--- src/rtl/dst_pkg.sv ---
package dst_pkg;
  localparam int CNT_W = 5;

  typedef enum logic [1:0] {
    ST_IDLE = 2'd0,
    ST_SYNC = 2'd1,
    ST_RAS  = 2'd2
  } st_e;

  typedef struct packed {
    logic [CNT_W-1:0] ras;
    logic [CNT_W-1:0] cas;
  } width_t;
endpackage

--- src/rtl/dst_width_lut.sv ---
module dst_width_lut
  import dst_pkg::*;
(
  input  logic [2:0] speed_sel_i,
  input  logic       is_write_i,
  input  logic       align_gclk_i,
  output width_t     width_o
);
  localparam int ROWS = 4;
  localparam int ROW_W = $clog2(ROWS);

  logic [ROW_W-1:0] row;
  // every code at or above 100 folds onto the fastest defined row
  assign row = speed_sel_i[2] ? ROW_W'(ROWS - 1) : speed_sel_i[ROW_W-1:0];

  always_comb begin
    width_o = '0;
    unique case ({align_gclk_i, is_write_i, row})
      4'b0_0_00: width_o = '{ras: CNT_W'(10), cas: CNT_W'(4)};
      4'b0_0_01: width_o = '{ras: CNT_W'(11), cas: CNT_W'(5)};
      4'b0_0_10: width_o = '{ras: CNT_W'(13), cas: CNT_W'(6)};
      4'b0_0_11: width_o = '{ras: CNT_W'(16), cas: CNT_W'(7)};
      4'b0_1_00: width_o = '{ras: CNT_W'(9),  cas: CNT_W'(3)};
      4'b0_1_01: width_o = '{ras: CNT_W'(9),  cas: CNT_W'(3)};
      4'b0_1_10: width_o = '{ras: CNT_W'(11), cas: CNT_W'(4)};
      4'b0_1_11: width_o = '{ras: CNT_W'(14), cas: CNT_W'(5)};
      4'b1_0_00: width_o = '{ras: CNT_W'(12), cas: CNT_W'(6)};
      4'b1_0_01: width_o = '{ras: CNT_W'(12), cas: CNT_W'(6)};
      4'b1_0_10: width_o = '{ras: CNT_W'(15), cas: CNT_W'(6)};
      4'b1_0_11: width_o = '{ras: CNT_W'(18), cas: CNT_W'(9)};
      4'b1_1_00: width_o = '{ras: CNT_W'(9),  cas: CNT_W'(3)};
      4'b1_1_01: width_o = '{ras: CNT_W'(9),  cas: CNT_W'(3)};
      4'b1_1_10: width_o = '{ras: CNT_W'(12), cas: CNT_W'(6)};
      4'b1_1_11: width_o = '{ras: CNT_W'(15), cas: CNT_W'(6)};
      default:   width_o = '0;
    endcase
  end
endmodule

--- src/rtl/dst_seq.sv ---
module dst_seq
  import dst_pkg::*;
(
  input  logic   clk_i,
  input  logic   rst_ni,
  input  logic   start_i,
  input  logic   align_gclk_i,
  input  logic   sync_t2_i,
  input  width_t width_i,
  output logic   accept_o,
  output logic   ras_no,
  output logic   cas_no,
  output logic   busy_o,
  output logic   done_o
);
  st_e              st_q, st_d;
  logic [CNT_W-1:0] cnt_q, cnt_d;
  logic             done_d;
  logic             last;

  assign accept_o = (st_q == ST_IDLE) && start_i;
  assign last     = (cnt_q == width_i.ras - CNT_W'(1));

  always_comb begin
    st_d   = st_q;
    cnt_d  = cnt_q;
    done_d = 1'b0;
    unique case (st_q)
      ST_IDLE: if (start_i) begin
        cnt_d = '0;
        st_d  = (align_gclk_i && !sync_t2_i) ? ST_SYNC : ST_RAS;
      end
      ST_SYNC: if (sync_t2_i) begin
        cnt_d = '0;
        st_d  = ST_RAS;
      end
      ST_RAS: begin
        cnt_d = cnt_q + CNT_W'(1);
        if (last) begin
          st_d   = ST_IDLE;
          done_d = 1'b1;
        end
      end
      default: st_d = ST_IDLE;
    endcase
  end

  always_ff @(posedge clk_i or negedge rst_ni) begin
    if (!rst_ni) begin
      st_q   <= ST_IDLE;
      cnt_q  <= '0;
      done_o <= 1'b0;
    end else begin
      st_q   <= st_d;
      cnt_q  <= cnt_d;
      done_o <= done_d;
    end
  end

  assign busy_o = (st_q != ST_IDLE);
  assign ras_no = (st_q != ST_RAS);
  // column strobe occupies the tail of the row window
  assign cas_no = !((st_q == ST_RAS) && (cnt_q >= width_i.ras - width_i.cas));

  p_cas_within_ras_r6: assert property (@(posedge clk_i) disable iff (!rst_ni)
    !cas_no |-> !ras_no);
  p_cas_release_r6: assert property (@(posedge clk_i) disable iff (!rst_ni)
    $rose(ras_no) |-> $rose(cas_no));
  p_done_single_r10: assert property (@(posedge clk_i) disable iff (!rst_ni)
    done_o |=> !done_o);
  p_done_after_ras_r10: assert property (@(posedge clk_i) disable iff (!rst_ni)
    done_o |-> (ras_no && !busy_o && $rose(ras_no)));
  p_wait_sync_r7: assert property (@(posedge clk_i) disable iff (!rst_ni)
    (st_q == ST_SYNC && !sync_t2_i) |=> (ras_no && busy_o));
endmodule

--- src/rtl/dram_strobe_timer.sv ---
module dram_strobe_timer
  import dst_pkg::*;
(
  input  logic       clk_i,
  input  logic       rst_ni,
  input  logic       start_i,
  input  logic       is_write_i,
  input  logic       align_gclk_i,
  input  logic [2:0] speed_sel_i,
  input  logic       sync_t2_i,
  output logic       ras_no,
  output logic       cas_no,
  output logic       busy_o,
  output logic       done_o
);
  logic [2:0] sel_q;
  logic       wr_q;
  logic       al_q;
  logic       accept;
  width_t     width;

  always_ff @(posedge clk_i or negedge rst_ni) begin
    if (!rst_ni) begin
      sel_q <= '0;
      wr_q  <= 1'b0;
      al_q  <= 1'b0;
    end else if (accept) begin
      sel_q <= speed_sel_i;
      wr_q  <= is_write_i;
      al_q  <= align_gclk_i;
    end
  end

  dst_width_lut u_lut (
    .speed_sel_i  (sel_q),
    .is_write_i   (wr_q),
    .align_gclk_i (al_q),
    .width_o      (width)
  );

  dst_seq u_seq (
    .clk_i        (clk_i),
    .rst_ni       (rst_ni),
    .start_i      (start_i),
    .align_gclk_i (align_gclk_i),
    .sync_t2_i    (sync_t2_i),
    .width_i      (width),
    .accept_o     (accept),
    .ras_no       (ras_no),
    .cas_no       (cas_no),
    .busy_o       (busy_o),
    .done_o       (done_o)
  );

  p_hold_cfg_r9: assert property (@(posedge clk_i) disable iff (!rst_ni)
    (busy_o && $past(busy_o)) |-> $stable({sel_q, wr_q, al_q}));
  p_gclk_phase_r7: assert property (@(posedge clk_i) disable iff (!rst_ni)
    ($fell(ras_no) && al_q) |-> $past(sync_t2_i));
endmodule

--- config.mk ---
export PLATFORM = sky130hd
export DESIGN_NAME = dram_strobe_timer
export DESIGN_NICKNAME = d
export VERILOG_FILES = /design/src/rtl/dst_pkg.sv /design/src/rtl/dst_width_lut.sv /design/src/rtl/dst_seq.sv /design/src/rtl/dram_strobe_timer.sv
export SDC_FILE = /design/constraint.sdc
export NUM_CORES = 1
export LEC_CHECK = 0
export ABC_AREA = 1
export BUFFER_PORTS_ARGS = -buffer_cell sky130_fd_sc_hd__buf_4
export CORE_ASPECT_RATIO = 0.75
export CORE_MARGIN = 5
export CORE_UTILIZATION = 40
export DETAILED_ROUTE_END_ITERATION = 16
export GPL_TIMING_DRIVEN = 0
export PLACE_DENSITY = 0.64
export SLEW_MARGIN = 25
export SYNTH_ARGS = -nofsm -noshare
export SYNTH_HDL_FRONTEND = slang
export SYNTH_SLANG_ARGS = --single-unit
--- constraint.sdc ---
create_clock -name clk_i -period 9.75 [get_ports clk_i]
set_input_delay 1.95 -clock clk_i [delete_from_list [all_inputs] [get_ports clk_i]]
set_output_delay 1.95 -clock clk_i [all_outputs]
set_load 0.03 [all_outputs]
==> results.md <==
* Post-synthesis share of cell area spent on and, or, nand and nor gates at 0.331
* Area of the mapped netlist at 1260 um^2
* CP dominant cell by count: inv_1
* Count of placed standard cells including taps at 233
* Async set-reset flop share out of synthesis at 1.00
* Maximum single-stage delay on the critical path at 0.42 ns
* Number of synthesized flops with an enable pin at 0
* Transition at the pin with the smallest max-transition slack at 0.363 ns
* Largest net degree at the start of global routing at 14
* Max Fanout on Critical Path at 4
* TritonCTS Sinks at 13
* Area added between synthesis and finish at 14.4%
* Layout cell share with drive strength beyond 1 at 0.186
* Number of antenna violations at the first check in global routing at 0
* Number of buffers inserted by port buffering at 12
* Post-Synth XOR/XNOR Area at 0.0208
* Number of instances in the synthesized netlist at 183
* Aggregate negative setup slack at 0 ns
* Minimum hold slack at 0.507 ns
* Dominant synthesized flop cell: dfrtp_1
* FP Rows at 17
* # hold bufs at CTS at 0
* Violation count after the first detailed-route iteration at 65
* Required @ worst endpoint at 7.80 ns
* CTS-repair resized insts at 0
* Register clock-pin slew on the reported worst setup and hold paths at 0.05 ns
* Total count of hold-check failures in the final report at 0
* Critical path class: reg2out
* Fmax at 190 MHz
* Number of search-and-repair iterations in the first detailed-routing pass at 4
* Fraction of the mapped netlist area in compound gates at 0.120
* Post-DR wirelength/cell at 11.6 um
* Gr usage total at 0.138
* CTS H-tree lvls at 1
* Non-filler instance count after layout at 237
* Normalized max-slew margin at 0.757
* Total of fill cells in the finished design at 286
* Multi-input gate area in the final layout at 818 um^2
* Post-detail-place hpwl at 2.22 mm
* Max-slew violation total from the final report at 0
* Critical path arrival at 3.32 ns
* Vertical extent of the die at 58.7 um
* Total detailed-routing wirelength at 2.75 mm
* Post-Syn Nets at 207
* Cell type group with the largest total delay on the critical path: adder cells
* Minimum clock period at 5.27 ns
* Critical path launch point: sel_q[2]$_DFFE_PN0P_
* Clock Root Buffer: clkbuf_8
* Die outline width at 74.9 um
* Start point of the worst min-delay path: sel_q[0]$_DFFE_PN0P_
* Die outline area at 4400 um^2
* Slowest cell on crit path: dfrtp_1
* Distinct cell type count of the synthesized netlist at 26
* Remaining antenna violation count at 0
* Unrepaired setup endpoints after global routing: false
* Std-Cell Core Area at 3000 um^2
* Max Cap Violations at 0
* Class of the tightest hold or removal check: reg2reg
* Sequential fraction of the synthesis area at 0.257
* Buffer and inverter count on the worst path at 6
* Via count of the first global-routing pass at 1139
* CTS buffer count at 3
* Remaining global-route overflow at 0
* Dominant combinational cell family by area after synthesis: simple AND/OR/NAND/NOR gates
* RD Place Congestion at 0.831
* Status: complete, no violations
* Clock latency reported for the late side of the worst-skew pair at 0.24 ns
* Antenna Diode Count at 0
* Adder-Cell Fraction of Synth Area at 0.148
* Clock skew after layout at 0.00480 ns
* Number of flip-flops and latches in the synthesized netlist at 13
* Global-route wire length before repair at 4.73 mm
* Longest Clk Path Bufs at 2
* Via count at 1172
* Avg Cell Area, Syn at 6.91 um^2
* Startpoint class of the critical path: flop
* Worst-path cell chain: nor2_1, inv_1, ha_1, inv_1, nand2_1, nand2_1, nand2_1, nand2_1, ha_1, inv_1, ha_1, inv_1, nand2_2, a21oi_2, nor2_1, nor2_1, xor2_1, ha_1, inv_1, nor2_1, o21ai_0, buf_4
* Biggest area contributors in the synthesized netlist: dfrtp_1 (26%), ha_1 (15%), nand2_1 (14%)
* Net count, final at 224
* Final cycle utilization of the critical path at 0.541
* I/O Pins at 13
* Initial core utilization at 0.422
* Type of element capturing the critical path: primary output
* Per-cell via count in the routed design at 4.95
* CTS tree: yes
* Reg area at 325 um^2
* Number of remaining DRC errors at 0
* Multiplexer share of the synthesized area at 0.0267
* Total setup buffers inserted after CTS at 0
* Cell type with the highest aggregate area in the netlist: dfrtp_1
* Proportion of netlist area held by the largest area contributor at 0.257
* Number of setup violations in the final report at 0
* Reg-to-Reg Start: sel_q[2]$_DFFE_PN0P_
* Synthesis Warnings at 0
worst reg2reg max path, cell delays in order (launching register included):
cell and delay, ns:
dfrtp_1 0.42, nor2_1 0.27, inv_1 0.10, ha_1 0.27, inv_1 0.07, nand2_1 0.04
nand3_1 0.12, nand2_1 0.10, nor2_1 0.19, nand2_2 0.10, nand3_1 0.08, nand3_1 0.08
nor2_1 0.09, nand2_1 0.10, nand2_1 0.08, o21ai_2 0.05
worst paths after layout:
check | slack, ns | depth (start not counted) | endpoint
hold / removal | 0.51 | 1 | sel_q[0]$_DFFE_PN0P_
min in group asynchronous | 1.54 | 1 | u_seq.done_o$_DFF_PN0_
hold reg to reg | 0.51 | 1 | sel_q[0]$_DFFE_PN0P_
setup / recovery | 4.48 | 22 | cas_no
setup reg to reg | 7.46 | 15 | u_seq.st_q[1]$_DFFE_PN0P_
max in group asynchronous | 8.04 | 1 | u_seq.cnt_q[3]$_DFFE_PN0P_
through the flow:
stage               setup WS (ns)  area (um^2)  utilization
floorplan                    4.68         1260            -
global placement             4.82         1400        0.468
detailed placement           4.73         1400        0.468
CTS                          4.45         1450        0.483
global route                 4.16         1450        0.483
finish                       4.48         1450        0.483
per-layer routing:
metal,track usage,up-vias,share of wire
met5,0,-,0
met4,0.0761,0,0.021
met3,0.0222,7,0.046
met2,0.213,33,0.44
met1,0.183,521,0.50
li1,-,611,-
Yosys cell counts, types with 2 or more instances:
library cell,number
inv_2,3
nand2_2,5
inv_1,28
mux2_2,3
xor2_1,3
o21ai_2,2
o21ai_0,9
a21oi_1,8
nand2_1,48
nor2_1,16
ha_1,15
dfrtp_1,13
nand3_1,15
nand2_4,3
registers in the layout, summed over array words and instances, names as in the netlist:
name and flops:
u_seq.done_o 1, sel_q 3, u_seq.st_q 2, wr_q 1, al_q 1, u_seq.cnt_q 5
area by class of cell:
class                           instances  area share
Multi-Input combinational cell        138       0.565
Sequential cell                        13       0.225
Inverter                               31      0.0804
Timing Repair Buffer                   12      0.0622
Tap cell                               38      0.0328
Clock buffer                            4      0.0311
Buffer                                  1     0.00346
kinds of logic after synthesis:
logic type               count (synthesis)
AO/OA/AOI/OAI                           25
multiplexers                             3
buffers and inverters                   32
XOR/XNOR                                 3
flip-flops                              13
AND/OR/NAND/NOR                         92
adder cells (fa/ha/maj)                 15
cells in the final DEF, fill, tap and decap left out, drive strengths merged:
master	count
a21boi	2
a21oi	9
a31oi	1
buf	13
clkbuf	4
dfrtp	13
ha	15
inv	31
mux2	3
nand2	56
nand3	16
nand4	1
nor2	17
nor3	1
o21ai	11
o21bai	2
or2	1
xor2	3
Power is not shown: default switching activity piles up to over one toggle a cycle in this logic, so the estimate is an artifact.
